===== src/rtl/ifc_pkg.sv =====
// Shared definitions for the in-band flow controller.
// Sources of injected characters. The enum order is the priority order:
// index 0 is served first.
package ifc_pkg;
    localparam int SRC_N = 4;

    typedef enum logic [1:0] {
        SRC_SW_OFF   = 2'd0,
        SRC_SW_ON    = 2'd1,
        SRC_AUTO_OFF = 2'd2,
        SRC_AUTO_ON  = 2'd3
    } src_e;
endpackage


===== src/rtl/ifc_rx_watch.sv =====
// Receive-side watcher.
// Compares each received byte with the two flow characters, keeps the
// "peer asked us to pause" state, raises one-cycle events and gates the
// FIFO write strobe.
// Assumes rx_valid is a single-cycle strobe per byte.
module ifc_rx_watch #(
    parameter int DW = 8
) (
    input  logic          clk,
    input  logic          rst_n,
    input  logic          enable,
    input  logic          drop,
    input  logic [DW-1:0] on_char,
    input  logic [DW-1:0] off_char,
    input  logic          rx_valid,
    input  logic [DW-1:0] rx_data,
    output logic          fifo_wr_en,
    output logic          peer_paused,
    output logic          evt_on,
    output logic          evt_off
);
    logic hit_off;
    logic hit_on;

    // Match decode; a pause match wins when both characters are the same.
    always_comb begin
        hit_off = enable && rx_valid && (rx_data == off_char);
        hit_on  = enable && rx_valid && (rx_data == on_char) && !hit_off;
    end

    // FIFO write strobe, with flow characters removed when asked.
    assign fifo_wr_en = rx_valid && !(drop && (hit_off || hit_on));

    // Pause state and event pulses.
    always_ff @(posedge clk) begin
        if (!rst_n) begin
            peer_paused <= 1'b0;
            evt_on      <= 1'b0;
            evt_off     <= 1'b0;
        end else begin
            evt_off <= hit_off;
            evt_on  <= hit_on;
            if (!enable)      peer_paused <= 1'b0;
            else if (hit_off) peer_paused <= 1'b1;
            else if (hit_on)  peer_paused <= 1'b0;
        end
    end

    AST_EVT_EXCL: assert property (@(posedge clk) disable iff (!rst_n)
        !(evt_on && evt_off));
    AST_WR_NEEDS_VALID: assert property (@(posedge clk) disable iff (!rst_n)
        fifo_wr_en |-> rx_valid);
    AST_OFF_PAUSES: assert property (@(posedge clk) disable iff (!rst_n)
        evt_off |-> peer_paused);
endmodule


===== src/rtl/ifc_level_req.sv =====
// Occupancy-driven request generator with hysteresis.
// It wants a pause character when the FIFO count is above the high level,
// and a resume character when the count is below the low level. A
// one-bit memory of the last automatic character granted makes each
// crossing produce a single request.
module ifc_level_req #(
    parameter int CW = 5
) (
    input  logic          clk,
    input  logic          rst_n,
    input  logic          enable,
    input  logic [CW-1:0] rx_cnt,
    input  logic [CW-1:0] pause_lvl,
    input  logic [CW-1:0] resume_lvl,
    input  logic          took_off,
    input  logic          took_on,
    output logic          want_off,
    output logic          want_on
);
    logic sent_off;

    // Requests qualified by the hysteresis state.
    always_comb begin
        want_off = enable && (rx_cnt > pause_lvl)  && !sent_off;
        want_on  = enable && (rx_cnt < resume_lvl) &&  sent_off;
    end

    // Remember which automatic character went out last.
    always_ff @(posedge clk) begin
        if (!rst_n)        sent_off <= 1'b0;
        else if (!enable)  sent_off <= 1'b0;
        else if (took_off) sent_off <= 1'b1;
        else if (took_on)  sent_off <= 1'b0;
    end

    AST_HYST_EXCL: assert property (@(posedge clk) disable iff (!rst_n)
        !(want_off && want_on));
    AST_NO_REPEAT_OFF: assert property (@(posedge clk) disable iff (!rst_n)
        (took_off && enable) |=> !want_off);
    AST_NO_REPEAT_ON: assert property (@(posedge clk) disable iff (!rst_n)
        (took_on && enable) |=> !want_on);
endmodule


===== src/rtl/ifc_inject.sv =====
// Injection arbiter.
// Holds the software one-shot requests, picks the highest-priority source
// and presents its character to the serializer. On a grant it reports
// which source was served. Assumes the serializer grants only between
// bytes, so an injected character never cuts into a byte on the wire.
module ifc_inject
    import ifc_pkg::*;
#(
    parameter int DW = 8
) (
    input  logic             clk,
    input  logic             rst_n,
    input  logic             sw_on_set,
    input  logic             sw_off_set,
    input  logic             want_off,
    input  logic             want_on,
    input  logic [DW-1:0]    on_char,
    input  logic [DW-1:0]    off_char,
    input  logic             allow,
    input  logic             grant,
    output logic             inj_req,
    output logic [DW-1:0]    inj_char,
    output logic [SRC_N-1:0] took,
    output logic             pend_on,
    output logic             pend_off
);
    logic [SRC_N-1:0] cand;
    logic [SRC_N-1:0] sel;
    logic [DW-1:0]    src_char [SRC_N];

    // Candidate vector in priority order.
    always_comb begin
        cand                   = '0;
        cand[int'(SRC_SW_OFF)]   = pend_off;
        cand[int'(SRC_SW_ON)]    = pend_on;
        cand[int'(SRC_AUTO_OFF)] = want_off;
        cand[int'(SRC_AUTO_ON)]  = want_on;
    end

    // Character carried by each source.
    for (genvar g = 0; g < SRC_N; g++) begin : g_char
        if (g == int'(SRC_SW_OFF) || g == int'(SRC_AUTO_OFF)) begin : g_off
            assign src_char[g] = off_char;
        end else begin : g_on
            assign src_char[g] = on_char;
        end
    end

    // Fixed-priority pick: the lowest index wins.
    always_comb begin
        logic found;
        found = 1'b0;
        sel   = '0;
        for (int i = 0; i < SRC_N; i++) begin
            if (cand[i] && !found) begin
                sel[i] = 1'b1;
                found  = 1'b1;
            end
        end
    end

    // Character mux driven by the one-hot pick.
    always_comb begin
        inj_char = '0;
        for (int i = 0; i < SRC_N; i++) begin
            if (sel[i]) inj_char = src_char[i];
        end
    end

    assign inj_req = allow && (|cand);
    assign took    = sel & {SRC_N{grant && inj_req}};

    // Software one-shot flags: set by a pulse, cleared when granted.
    always_ff @(posedge clk) begin
        if (!rst_n) begin
            pend_on  <= 1'b0;
            pend_off <= 1'b0;
        end else begin
            pend_off <= sw_off_set || (pend_off && !took[int'(SRC_SW_OFF)]);
            pend_on  <= sw_on_set  || (pend_on  && !took[int'(SRC_SW_ON)]);
        end
    end

    AST_ONE_SOURCE: assert property (@(posedge clk) disable iff (!rst_n)
        $onehot0(took));
    AST_PEND_OFF_HOLD: assert property (@(posedge clk) disable iff (!rst_n)
        (pend_off && !took[int'(SRC_SW_OFF)]) |=> pend_off);
    AST_PEND_ON_HOLD: assert property (@(posedge clk) disable iff (!rst_n)
        (pend_on && !took[int'(SRC_SW_ON)]) |=> pend_on);
    AST_PEND_OFF_DONE: assert property (@(posedge clk) disable iff (!rst_n)
        (took[int'(SRC_SW_OFF)] && !sw_off_set) |=> !pend_off);
    AST_GATED: assert property (@(posedge clk) disable iff (!rst_n)
        !allow |-> !inj_req);
endmodule


===== src/rtl/xonoff_flow_ctrl.sv =====
// In-band (XON/XOFF) software flow controller, top level.
// Joins the receive watcher, the occupancy request generator and the
// injection arbiter, and works out whether data may be transmitted.
// Assumes the configuration inputs are stable register outputs in the
// clk domain, and that the serializer samples inj_char on inj_grant.
module xonoff_flow_ctrl
    import ifc_pkg::*;
#(
    parameter int DW = 8,
    parameter int CW = 5
) (
    input  logic          clk,
    input  logic          rst_n,
    input  logic          cfg_enable,
    input  logic          cfg_drop_flow,
    input  logic          cfg_force_run,
    input  logic          cfg_force_halt,
    input  logic          cfg_bypass,
    input  logic [DW-1:0] cfg_on_char,
    input  logic [DW-1:0] cfg_off_char,
    input  logic [CW-1:0] cfg_pause_lvl,
    input  logic [CW-1:0] cfg_resume_lvl,
    input  logic          sw_send_on,
    input  logic          sw_send_off,
    input  logic          rx_valid,
    input  logic [DW-1:0] rx_data,
    input  logic [CW-1:0] rx_fifo_cnt,
    input  logic          inj_grant,
    output logic          fifo_wr_en,
    output logic          inj_req,
    output logic [DW-1:0] inj_char,
    output logic          tx_data_en,
    output logic          evt_on_rcvd,
    output logic          evt_off_rcvd,
    output logic          sw_on_pending,
    output logic          sw_off_pending
);
    logic             peer_paused;
    logic             want_off;
    logic             want_on;
    logic             run_base;
    logic             allow;
    logic [SRC_N-1:0] took;

    ifc_rx_watch #(.DW(DW)) u_rx_watch (
        .clk         (clk),
        .rst_n       (rst_n),
        .enable      (cfg_enable),
        .drop        (cfg_drop_flow),
        .on_char     (cfg_on_char),
        .off_char    (cfg_off_char),
        .rx_valid    (rx_valid),
        .rx_data     (rx_data),
        .fifo_wr_en  (fifo_wr_en),
        .peer_paused (peer_paused),
        .evt_on      (evt_on_rcvd),
        .evt_off     (evt_off_rcvd)
    );

    ifc_level_req #(.CW(CW)) u_level_req (
        .clk        (clk),
        .rst_n      (rst_n),
        .enable     (cfg_enable),
        .rx_cnt     (rx_fifo_cnt),
        .pause_lvl  (cfg_pause_lvl),
        .resume_lvl (cfg_resume_lvl),
        .took_off   (took[int'(SRC_AUTO_OFF)]),
        .took_on    (took[int'(SRC_AUTO_ON)]),
        .want_off   (want_off),
        .want_on    (want_on)
    );

    ifc_inject #(.DW(DW)) u_inject (
        .clk        (clk),
        .rst_n      (rst_n),
        .sw_on_set  (sw_send_on),
        .sw_off_set (sw_send_off),
        .want_off   (want_off),
        .want_on    (want_on),
        .on_char    (cfg_on_char),
        .off_char   (cfg_off_char),
        .allow      (allow),
        .grant      (inj_grant),
        .inj_req    (inj_req),
        .inj_char   (inj_char),
        .took       (took),
        .pend_on    (sw_on_pending),
        .pend_off   (sw_off_pending)
    );

    // Data run decision: halt beats run, run beats a received pause.
    always_comb begin
        if (cfg_force_halt)     run_base = 1'b0;
        else if (cfg_force_run) run_base = 1'b1;
        else                    run_base = !peer_paused;
    end

    assign allow      = run_base || cfg_bypass;
    assign tx_data_en = run_base && !inj_req;

    AST_HALT_WINS: assert property (@(posedge clk) disable iff (!rst_n)
        cfg_force_halt |-> !tx_data_en);
    AST_DATA_YIELDS: assert property (@(posedge clk) disable iff (!rst_n)
        inj_req |-> !tx_data_en);
    AST_FORCE_RUN: assert property (@(posedge clk) disable iff (!rst_n)
        (cfg_force_run && !cfg_force_halt && !inj_req) |-> tx_data_en);
    AST_PAUSE_BLOCKS: assert property (@(posedge clk) disable iff (!rst_n)
        ($rose(evt_off_rcvd) && !cfg_force_run && !cfg_bypass) |-> !inj_req);
endmodule


===== config.mk =====
export PLATFORM = sky130hd
export DESIGN_NAME = xonoff_flow_ctrl
export DESIGN_NICKNAME = d
export VERILOG_FILES = /design/src/rtl/ifc_pkg.sv /design/src/rtl/ifc_rx_watch.sv /design/src/rtl/ifc_level_req.sv /design/src/rtl/ifc_inject.sv /design/src/rtl/xonoff_flow_ctrl.sv
export SDC_FILE = /design/constraint.sdc
export NUM_CORES = 1
export LEC_CHECK = 0
export CAP_MARGIN = 0
export CORE_UTILIZATION = 29
export DETAILED_ROUTE_END_ITERATION = 12
export GPL_TIMING_DRIVEN = 0
export PLACE_DENSITY = 0.83
export SLEW_MARGIN = 15
export SYNTH_ARGS = -nofsm -noshare
export SYNTH_HDL_FRONTEND = slang
export SYNTH_SLANG_ARGS = --single-unit

===== constraint.sdc =====
create_clock -name clk -period 2.1 [get_ports clk]
set_input_delay 0.42 -clock clk [delete_from_list [all_inputs] [get_ports clk]]
set_output_delay 0.42 -clock clk [all_outputs]
set_load 0.005 [all_outputs]

==> out/results.ini <==
[worst_setup_path]
worst-setup-path-type = primary input to primary output
start_kind = primary input
critPathMaxFanout = 5
worst_setup_path_end_kind = primary output
path_buf_inv = 3
cp_cell_sequence = buf_8 > ha_4 > and3_4 > o21ai_4 > a311oi_4 > a31o_4 > buf_6 > a22o_1 > buf_2
r2r_slack_ns = 0.93
cp.arrival_ns = 2.00
cpPeakStageDelay_ns = 0.37
worst-endpoint-required_ns = 1.68
path_delay_family = compound AO/OA/AOI/OAI gates
worst_path_max_delay_cell = a311oi_4

[drt]
drc_errors = 0
routedWlPerCell_um = 14.3
detail-route-antenna-nets = 0
first_iter_violations = 6
routed_wirelength_um = 2860
vias_per_cell = 5.05
drt_first_pass_iters = 4
num_vias = 1010

[logic_synthesis]
synth_ff_type = dfxtp_1
async_flop_share = 0
syn_avg_cell_area_um2 = 8.23
ys_seq_area_frac = 0.149
yosysWarnings = 0
synthCells = 98
synth-edff-count = 0
ys_ff_latch = 6
syn-num-nets = 157
synth_cell_type_count = 33
syn-cell-area_um2 = 807

[sta]
clock.fmax_mhz = 412
hold_violations = 0
fin_ws_ns = -0.325
final.period_utilization = 1.15
slew_viol_final = 0
finClkSkew_ns = 0.00282
relSlewSlack = 0.787
setup_viol = 10
grt_setup_unrepaired = true
period_needed_ns = 2.42
tightest_slew_ns = 0.319

[run_status]
violations = setup timing
status = finished, violations left

[floorplan]
start_util = 0.317
die_w_um = 54.8
die_h_um = 54.8
die_area_mm2 = 0.00300
core_mm2 = 0.00254
rows = 18
io_pins = 65

[power_and_ir_drop]
p_clk_frac = 0.196
power_density_mw_per_mm2 = 338
switching_power_mw = 0.184
ir_worst_vdd_mv = 0.343
switching_share = 0.325
seqPwrFrac = 0.221
leakagePower_nw = 0.815
combPwrFrac = 0.583
internal_power_mw = 0.382
power.total_mw = 0.566

[placed_design]
dp_hpwl_um = 2140
port_buffers = 64
placed_cell_area_mm2 = 0.00150
gp_congestion = 0.725

[cts]
insertion_delay_ns = 0.25
cts_sinks = 6
htree_levels = 1
clock-root-buffer = clkbuf_4
cts_buffers = 3
clkSlewWorstSetupHoldPaths_ns = 0.05
cts.path.max_buffers = 2
cts_tree = built

[finish]
antennaDiodeCount = 0
fillers = 216
area_growth_pct = 108
nNetsFinal = 231
postLayoutCellArea_mm2 = 0.00168
drive_gt1_frac = 0.435

[global_routing]
overflow = 0
grt_max_degree = 9
antenna_found_initial = 0
grt_pass1_vias = 1008
track_usage = 0.190
grt_pass1_wl_um = 4060

[run]
max_cap_viol_count = 0

[min_path]
hold_class = flop to flop

## cell usage in the layout, fill, tap and decap left out, drive strengths merged, types with 2 or more instances in the layout
master / netlist / layout
a21oi: 6 / 6
a22o: 8 / 8
and3: 4 / 4
buf: 1 / 26
clkbuf: 0 / 16
clkdlybuf4s50: 0 / 15
dfxtp: 6 / 6
dlygate4sd2: 0 / 5
dlymetal6s2s: 0 / 10
ha: 9 / 9
inv: 11 / 11
nand2: 6 / 6
nand3: 3 / 3
nor2: 5 / 5
nor2b: 3 / 3
o21a: 2 / 2
o21ai: 3 / 3
xnor2: 7 / 7
xor2: 9 / 9
## sequential cells by signal, indices dropped and copies added, names as in the netlist
| signal | flops |
|---|---|
| u_level_req.sent_off | 1 |
| u_rx_watch.evt_on | 1 |
| u_rx_watch.peer_paused | 1 |
| u_rx_watch.evt_off | 1 |
| u_inject.pend_off | 1 |
| u_inject.pend_on | 1 |
## Yosys cell counts, drive strengths merged (2+ instances only)
library cell | number | share of area
nor2 | 5 | 0.023
a22o | 8 | 0.087
dfxtp | 6 | 0.15
nand3 | 3 | 0.019
xnor2 | 7 | 0.076
o21a | 2 | 0.019
and3 | 4 | 0.043
nor2b | 3 | 0.026
ha | 9 | 0.14
inv | 11 | 0.051
xor2 | 9 | 0.098
o21ai | 3 | 0.019
nand2 | 6 | 0.028
a21oi | 6 | 0.037
## area by class of cell
type / instances / area (um^2) / share of cell area
timing repair buffer: 70 / 628 / 0.375
sequential: 6 / 120 / 0.0716
tap: 30 / 37.5 / 0.0224
clock buffer: 3 / 22.5 / 0.0134
multi-input combinational: 80 / 822 / 0.490
inverter: 11 / 46.3 / 0.0276
## through the flow
step | worst slack, ns | hold WS (ns) | utilization | cells | setup TNS, ns
6_report | -0.325 | 0.459 | 0.659 | 200 | -2.83
3_5_place_dp | -1.08 | 0.454 | 0.590 | 192 | -11.20
2_1_floorplan | 0.00481 | 0.436 | - | 98 | 0
4_1_cts | -0.325 | 0.460 | 0.646 | 200 | -3.15
3_3_place_gp | -1.02 | 0.451 | 0.590 | 192 | -10.63
5_1_grt | -0.396 | 0.480 | 0.659 | 200 | -3.56
## tightest hold or removal path, cell delays in order, from the launching register on
cell and delay (ns):
dfxtp_1 0.31, nand2_1 0.05, a21oi_1 0.05
## kinds of logic (layout without fill, tap and decap cells)
group           after synthesis  after routing  share of synthesized area
simple gates                 28             28                      0.197
flops                         6              6                      0.149
mux                           1              1                     0.0124
xor+xnor                     16             16                      0.174
buf+inv                      12             84                     0.0558
fa+ha+maj                     9              9                      0.140
compound gates               26             26                      0.273
## metal layers
metal,routed length [um],part of all wire,vias to the layer above,track usage
li1,-,-,500,-
met1,1020,0.36,456,0.164
met2,1550,0.54,52,0.410
met3,267,0.093,2,0.0556
met4,23,0.0080,0,0.0385
met5,0,0,-,0
## path summary, 6_finish.rpt
kind	from	to	cells past startpoint
worst max-delay path	rx_fifo_cnt[4]	inj_char[1]	9
worst max register to register	u_rx_watch.peer_paused$_SDFFE_PN0N_	u_inject.pend_on$_SDFF_PN0_	4
worst min register to register	u_rx_watch.peer_paused$_SDFFE_PN0N_	u_rx_watch.peer_paused$_SDFFE_PN0N_	2
worst min-delay path	u_rx_watch.peer_paused$_SDFFE_PN0N_	u_rx_watch.peer_paused$_SDFFE_PN0N_	2
## power by group through the flow
stage | combinational, mW | clock (mW) | sequential (mW)
after floorplan | 0.117 | 0 | 0.125
after global placement | 0.285 | 0 | 0.126
after detailed placement | 0.293 | 0 | 0.126
after CTS | 0.321 | 0.111 | 0.125
after global routing | 0.359 | 0.123 | 0.126
final | 0.330 | 0.111 | 0.125
## timing repair
item | 4_1_cts | 5_1_grt
endpoints found under the setup margin | 11 | 11
hold buffers | 0 | 0
setup buffers | 6 | 0
hold endpoints to repair | 0 | 0
pin swaps | 24 | 28
gates resized for setup | 128 | 57
No activity file was read; power rests on OpenSTA's default activity.
